<file path="src/rtl/arith_flag_unit.sv">
module arith_flag_unit #(
  parameter int W = 8
) (
  input  logic         clk,
  input  logic         rst_n,
  input  logic [W-1:0] op_a,
  input  logic [W-1:0] op_b,
  input  logic [1:0]   op_sel,
  input  logic         carry_in,
  input  logic         flag_we,
  output logic [W-1:0] result,
  output logic         neg,
  output logic         zero,
  output logic         carry,
  output logic         ovf,
  output logic [3:0]   flags_q
);

  localparam logic [1:0] OP_ADD = 2'b00;
  localparam logic [1:0] OP_ADC = 2'b01;
  localparam logic [1:0] OP_SUB = 2'b10;
  localparam logic [1:0] OP_NEG = 2'b11;

  logic [W-1:0] a_eff;
  logic [W-1:0] b_eff;
  logic         lsb_cin;
  logic [W:0]   cy;

  always_comb begin
    a_eff   = op_a;
    b_eff   = op_b;
    lsb_cin = 1'b0;
    case (op_sel)
      OP_ADD: lsb_cin = 1'b0;
      OP_ADC: lsb_cin = carry_in;
      OP_SUB: begin
        b_eff   = ~op_b;
        lsb_cin = 1'b1;
      end
      OP_NEG: begin
        a_eff   = '0;
        b_eff   = ~op_a;
        lsb_cin = 1'b1;
      end
      default: lsb_cin = 1'b0;
    endcase
  end

  assign cy[0] = lsb_cin;

  for (genvar i = 0; i < W; i++) begin : g_bit
    assign result[i] = a_eff[i] ^ b_eff[i] ^ cy[i];
    assign cy[i+1]   = (a_eff[i] & b_eff[i]) | (cy[i] & (a_eff[i] ^ b_eff[i]));
  end

  assign carry = cy[W];
  assign ovf   = cy[W] ^ cy[W-1];
  assign neg   = result[W-1];
  assign zero  = ~|result;

  always_ff @(posedge clk or negedge rst_n) begin
    if (!rst_n)       flags_q <= '0;
    else if (flag_we) flags_q <= {neg, zero, carry, ovf};
  end

endmodule

</file>
<file path="config.mk">
export PLATFORM = sky130hd
export DESIGN_NAME = arith_flag_unit
export DESIGN_NICKNAME = d
export VERILOG_FILES = /design/src/rtl/arith_flag_unit.sv
export SDC_FILE = /design/constraint.sdc
export NUM_CORES = 1
export LEC_CHECK = 0
export ABC_AREA = 1
export CAP_MARGIN = 20
export CORE_MARGIN = 2
export CORE_UTILIZATION = 39
export CTS_CLUSTER_DIAMETER = 100
export DETAILED_ROUTE_END_ITERATION = 7
export PLACE_DENSITY = 0.83
export SYNTH_ARGS = -nofsm -noshare
export SYNTH_HDL_FRONTEND = slang
export SYNTH_SLANG_ARGS = --single-unit
</file>
<file path="constraint.sdc">
create_clock -name clk -period 14.8 [get_ports clk]
set_input_delay 2.96 -clock clk [delete_from_list [all_inputs] [get_ports clk]]
set_output_delay 2.96 -clock clk [all_outputs]
set_load 0.01 [all_outputs]
</file>
; Yosys cells after proc, flatten, opt, wreduce, memory -nomap -nowiden
; Cells that the tools add are included.
[totals]
register_bits = 4
inputBits = 22
out_inout_bits = 16
[op_classes]
n_eq_ne = 3
mux = 3
bitwise_logic = 43
reduce_logical = 4
[op_table]
columns = operator, n
row1 = $xor 1x1->1, 17
row2 = $and 1x1->1, 16
row3 = $not 8->8, 2
row4 = $pmux 8 s2, 1
row5 = $mux 8, 1
row6 = $or 1x1->1, 8
row7 = $reduce_or 8->1, 1
row8 = $eq 2x2->1 const B, 2
row9 = $pmux 1 s3, 1
row10 = $eq 2x1->1 const B, 1
row11 = $logic_not 2->1, 1
row12 = $reduce_or 2->1, 1
row13 = $logic_not 1->1, 1

; Depth between registers and ports, before layout
[depth]
word_depth = 20
mapped_depth = 21

; Least setup slack after synthesis
; OpenSTA, ideal clock, no wires.
[synth_timing]
kind = input to output
from = in op_sel[1]
to = out zero
arrival_time_ps = 6689
path_slack_ps = 5151
cell_stages = 20
path_buffers = 1
path_cell_list = buf_6 nand2_4 clkinv_4 nor2_1 fa_1 inv_1 fa_1 fa_1 fa_1 inv_1 fa_1 inv_1 fa_1 fa_1 inv_1 fa_1 inv_1 nand2_1 nor2_1 and2_1
[synth_via]
elab_chain_len = 20
elab_cells_between_ends = 47
cone_classes = eq/ne (3) / mux (3) / bitwise (37) / reduce/logical (4)
[synth_rtl]
columns = item, line_no
row1 = "start, declared", 8  ; input logic [1:0] op_sel,
row2 = $eq 2x2->1, 33  ; case (op_sel)
row3 = $reduce_or 2->1 (no source line) (tied with other cells), -
row4 = $pmux 1 s3 or $xor 1x1->1 (tied branches), "33, 53"
row5 = $and 1x1->1, 53  ; assign cy[i+1] = (a_eff[i] & b_eff[i]) | (cy[i] & (a_eff[i] ^ b_eff[i]));
row6 = $or 1x1->1, 53
row7 = $and 1x1->1, 53
row8 = $or 1x1->1, 53
row9 = $and 1x1->1, 53
row10 = (+5 left out), -
row11 = $and 1x1->1, 53
row12 = $or 1x1->1, 53
row13 = $and 1x1->1, 53
row14 = $or 1x1->1, 53
row15 = $xor 1x1->1 (*), 52  ; assign result[i] = a_eff[i] ^ b_eff[i] ^ cy[i];
row16 = via neg, 12  ; output logic neg,
row17 = $reduce_or 8->1 (*), 59  ; assign zero = ~|result;
row18 = $logic_not 1->1 (*), 59
row19 = "end, declared", 13  ; output logic zero,
; Mark *: on every way through the listed nets, which the timed path passes. The rest lies on a longest branch.

; Final worst setup path
[layout_timing]
from = in op_sel[1]
to = out zero
[layout_via]
elab_chain_len = 20
elab_cells_between_ends = 47
cone_classes = eq/ne (3) / mux (3) / bitwise (37) / reduce/logical (4)
[layout_rtl]
columns = item, line_no
row1 = $eq 2x2->1, 33
row2 = $reduce_or 2->1 (no source line) (tied with other cells), -
row3 = $pmux 1 s3 or $xor 1x1->1 (tied branches), "33, 52, 53"
row4 = $and 1x1->1, 53
row5 = $or 1x1->1, 53
row6 = $and 1x1->1, 53
row7 = $or 1x1->1, 53
row8 = $and 1x1->1, 53
row9 = (+4 left out), -
row10 = $or 1x1->1, 53
row11 = $and 1x1->1, 53
row12 = $or 1x1->1, 53
row13 = $and 1x1->1, 53
row14 = $or 1x1->1, 53
row15 = $xor 1x1->1, 52
row16 = $reduce_or 8->1 (*), 59
row17 = $logic_not 1->1 (*), 59
; Mark *: on every way between the ends. The rest lies on a longest branch, timed or not.

==> flow_summary_export.csv <==
group,metric,value,unit
routing,drt-total-wl,1.704,mm
logic_synthesis,netlist_instances,92,
pwr,total_power,0.08517,mW
worst_hold_path,min_path_cells,2,
cells_and_area,largest_register_ffs,4,
global_routing,grt_max_degree,11,
routing,drtPass1Iterations,4,
cells_and_area,largestRegisters,"flags_q: 4 flops",
timing,worst_slew_pin_slew,499.5,ps
pwr,vdd_ir_drop_max,0.06718,mV
timing,fmax,90.28,MHz
critical_path,required,11840,ps
die,dieArea,0.001958,sq mm
critical_path,path_class,"input pin to primary output",
logic_synthesis,syn_nets,122,
die,design.portCount,38,
timing,rsz0062_at_grt,"false",
logic_synthesis,yosysWarnings,0,
cts,cts_tree,"built",
cts,insertion_delay,230,ps
global_routing,grtUsageTotal,20.58,%
die,die_h,44.25,um
routing,first_iter_violations,17,
routing,ant_nets,0,
cts,cts_resized,0,
logic_synthesis,ys_seq_elements,4,
critical_path,r2r-start,"flags_q[3]",
critical_path,r2r_cells,2,
cts,cts.sinks,4,
logic_synthesis,synth_cell_types,17,
global_routing,grt_pass1_vias,699,
timing,finalHoldViolations,0,
timing,slew_viol_final,0,
global_routing,antenna_found_initial,0,
cells_and_area,n_antenna_cell,0,
cells_and_area,syn_to_final_growth,62.38,%
critical_path,end_kind,"primary output",
routing,wl_per_cell,11.67,um
cts,cts_setup_buffers,0,
pwr,power_density,83.01,mW/mm^2
critical_path,path_max_fanout,10,
placement,io_buffer_count,37,
logic_synthesis,synth.area.top_cells,"fa_1 25%, nand2_1 18%, dfrtp_1 16%",
worst_hold_path,hp-class,"flip-flop to flip-flop",
routing,viasPerCell,4.795,
die,core_area,0.001506,sq mm
die,row_count,14,
logic_synthesis,synth_seq_area_share,15.84,%
critical_path,cp-start-kind,"input pin",
timing,fin_crit_sh,74.84,%
logic_synthesis,yosysTopAreaCellShare,25.35,%
timing,finClkSkew,0,ps
critical_path,worstPathArrival,8120,ps
logic_synthesis,synth_edf_count,0,
timing,slew_headroom,66.60,%
timing,tns,0,ps
cts,htree_levels,1,
cts,clk_pin_slew,30,ps
timing,setup_violations,0,
cts,root_buffer,"clkbuf_4",
logic_synthesis,yosys-top-cells-count,"30 x nand2_1, 21 x inv_1, 12 x nor2_1",
logic_synthesis,yosysMostFrequentCell,"nand2_1",
global_routing,grt_pass1_wl,2.891,mm
timing,layout_min_cycle_time,11080,ps
logic_synthesis,synth_flop_cell,"dfrtp_1",
global_routing,overflow,0,
cells_and_area,drive_above_1_share,5.385,%
logic_synthesis,async_flop_share,100.0,%
worst_hold_path,hp-start,"flags_q[0]",
die,start_util,41.94,%
cells_and_area,top_register,"flags_q",
logic_synthesis,synth_area,631.9,sq um
cells_and_area,nets,162,
critical_path,r2r_end,"flags_q[3]",
routing,drc,0,
die,die_w,44.25,um
critical_path,reg2reg_slack,14160,ps
outcome,status,"finished clean",
cells_and_area,nFillCells,136,
worst_hold_path,holdPathEnd,"flags_q[0]",
cts,cts_buffers,3,
routing,via_count,700,
pwr,leakage,0.5139,nW
placement,dpl.hpwl,1.514,mm
cts,ctsHoldBuffers,0,
logic_synthesis,syn_area_per_cell,6.868,sq um
cts,cts.path.max_buffers,2,
job,cap_violations,0,
placement,gp_congestion,0.7475,
logic_synthesis,yosysTopAreaCell,"fa_1",
## per-layer routing
layer	global-route usage, %	up-vias	part of all wire (%)	wire length [um]
met5	0	-	0	0
met4	6.061	0	0.65	11
met3	4.082	2	4.7	80
met2	37.06	24	54	917
met1	24.61	324	41	695
li1	-	350	-	-
## through the flow
| step | setup WS, ps | cells | utilization, % | instance area, sq um | hold slack, ps |
|---|---|---|---|---|---|
| after global routing | 3396 | 146 | 68.11 | 1026 | 513.8 |
| after CTS | 3683 | 146 | 68.11 | 1026 | 489.2 |
| after floorplan | 5151 | 92 | - | 631.9 | 508.5 |
| final | 3723 | 146 | 68.11 | 1026 | 493.3 |
| after detailed placement | 3685 | 143 | 66.61 | 1003 | 480.4 |
| after global placement | 3863 | 143 | 66.61 | 1003 | 461.9 |
## power breakdown
| group | internal, mW | switching [mW] | leakage [nW] |
|---|---|---|---|
| Combinational | 0.0320 | 0.0262 | 0.449 |
| Sequential | 0.0129 | 0.00110 | 0.0509 |
| Clock | 0.00902 | 0.00393 | 0.0138 |
## worst max path at each step
stage	startpoint	slack [ps]	end	depth (start not counted)
after CTS	op_sel[1]	3680	zero	21
after floorplan	op_sel[1]	5150	zero	20
after detailed placement	op_sel[1]	3690	zero	21
after global routing	op_sel[1]	3400	zero	21
after global placement	op_sel[1]	3860	zero	21
final	op_sel[1]	3720	zero	21
## layout by cell type (no fill, tap or decap), drive strengths merged
| cell | Yosys | final |
|---|---|---|
| o21ai | 1 | 1 |
| clkinv | 1 | 1 |
| and2 | 1 | 1 |
| fa | 8 | 8 |
| nand2 | 32 | 32 |
| dfrtp | 4 | 4 |
| a21oi | 1 | 1 |
| xnor2 | 1 | 1 |
| clkbuf | 0 | 3 |
| o22ai | 2 | 2 |
| inv | 21 | 21 |
| clkdlybuf4s50 | 0 | 37 |
| nand3 | 1 | 1 |
| o211ai | 5 | 5 |
| nor2 | 12 | 12 |
## worst max-delay path, cell delays in order
cell             delay, ps
clkdlybuf4s50_1        660
nand2_4                250
clkinv_4               110
nor2_1                 160
fa_1                   190
inv_1                   50
fa_1                   390
fa_1                   410
fa_1                   380
inv_1                   80
fa_1                   160
inv_1                   50
fa_1                   380
fa_1                   430
inv_1                  100
fa_1                   450
inv_1                   90
nand2_1                 50
nor2_1                 100
and2_1                 130
clkdlybuf4s50_1        530
## cells by family after synthesis
kind of cell / Yosys count / synth area share, %
adders and majority gates: 8 / 25.35
xor gates and xnor gates: 1 / 1.386
AOI/OAI and AO/OA: 9 / 10.30
buffers and inverters: 24 / 16.83
DFF: 4 / 15.84
and+or+nand+nor: 46 / 30.30
## layout make-up
type                       count  area, sq um  area share (%)
clock buffer                   3        22.52           2.195
multi-input combinational     64        425.4           41.46
sequential                     4        100.1           9.756
inverter                      22        87.58           8.537
tap                           16        20.02           1.951
timing repair buffer          37        370.4           36.10
Note: power is estimated with default switching activity, not from simulation.
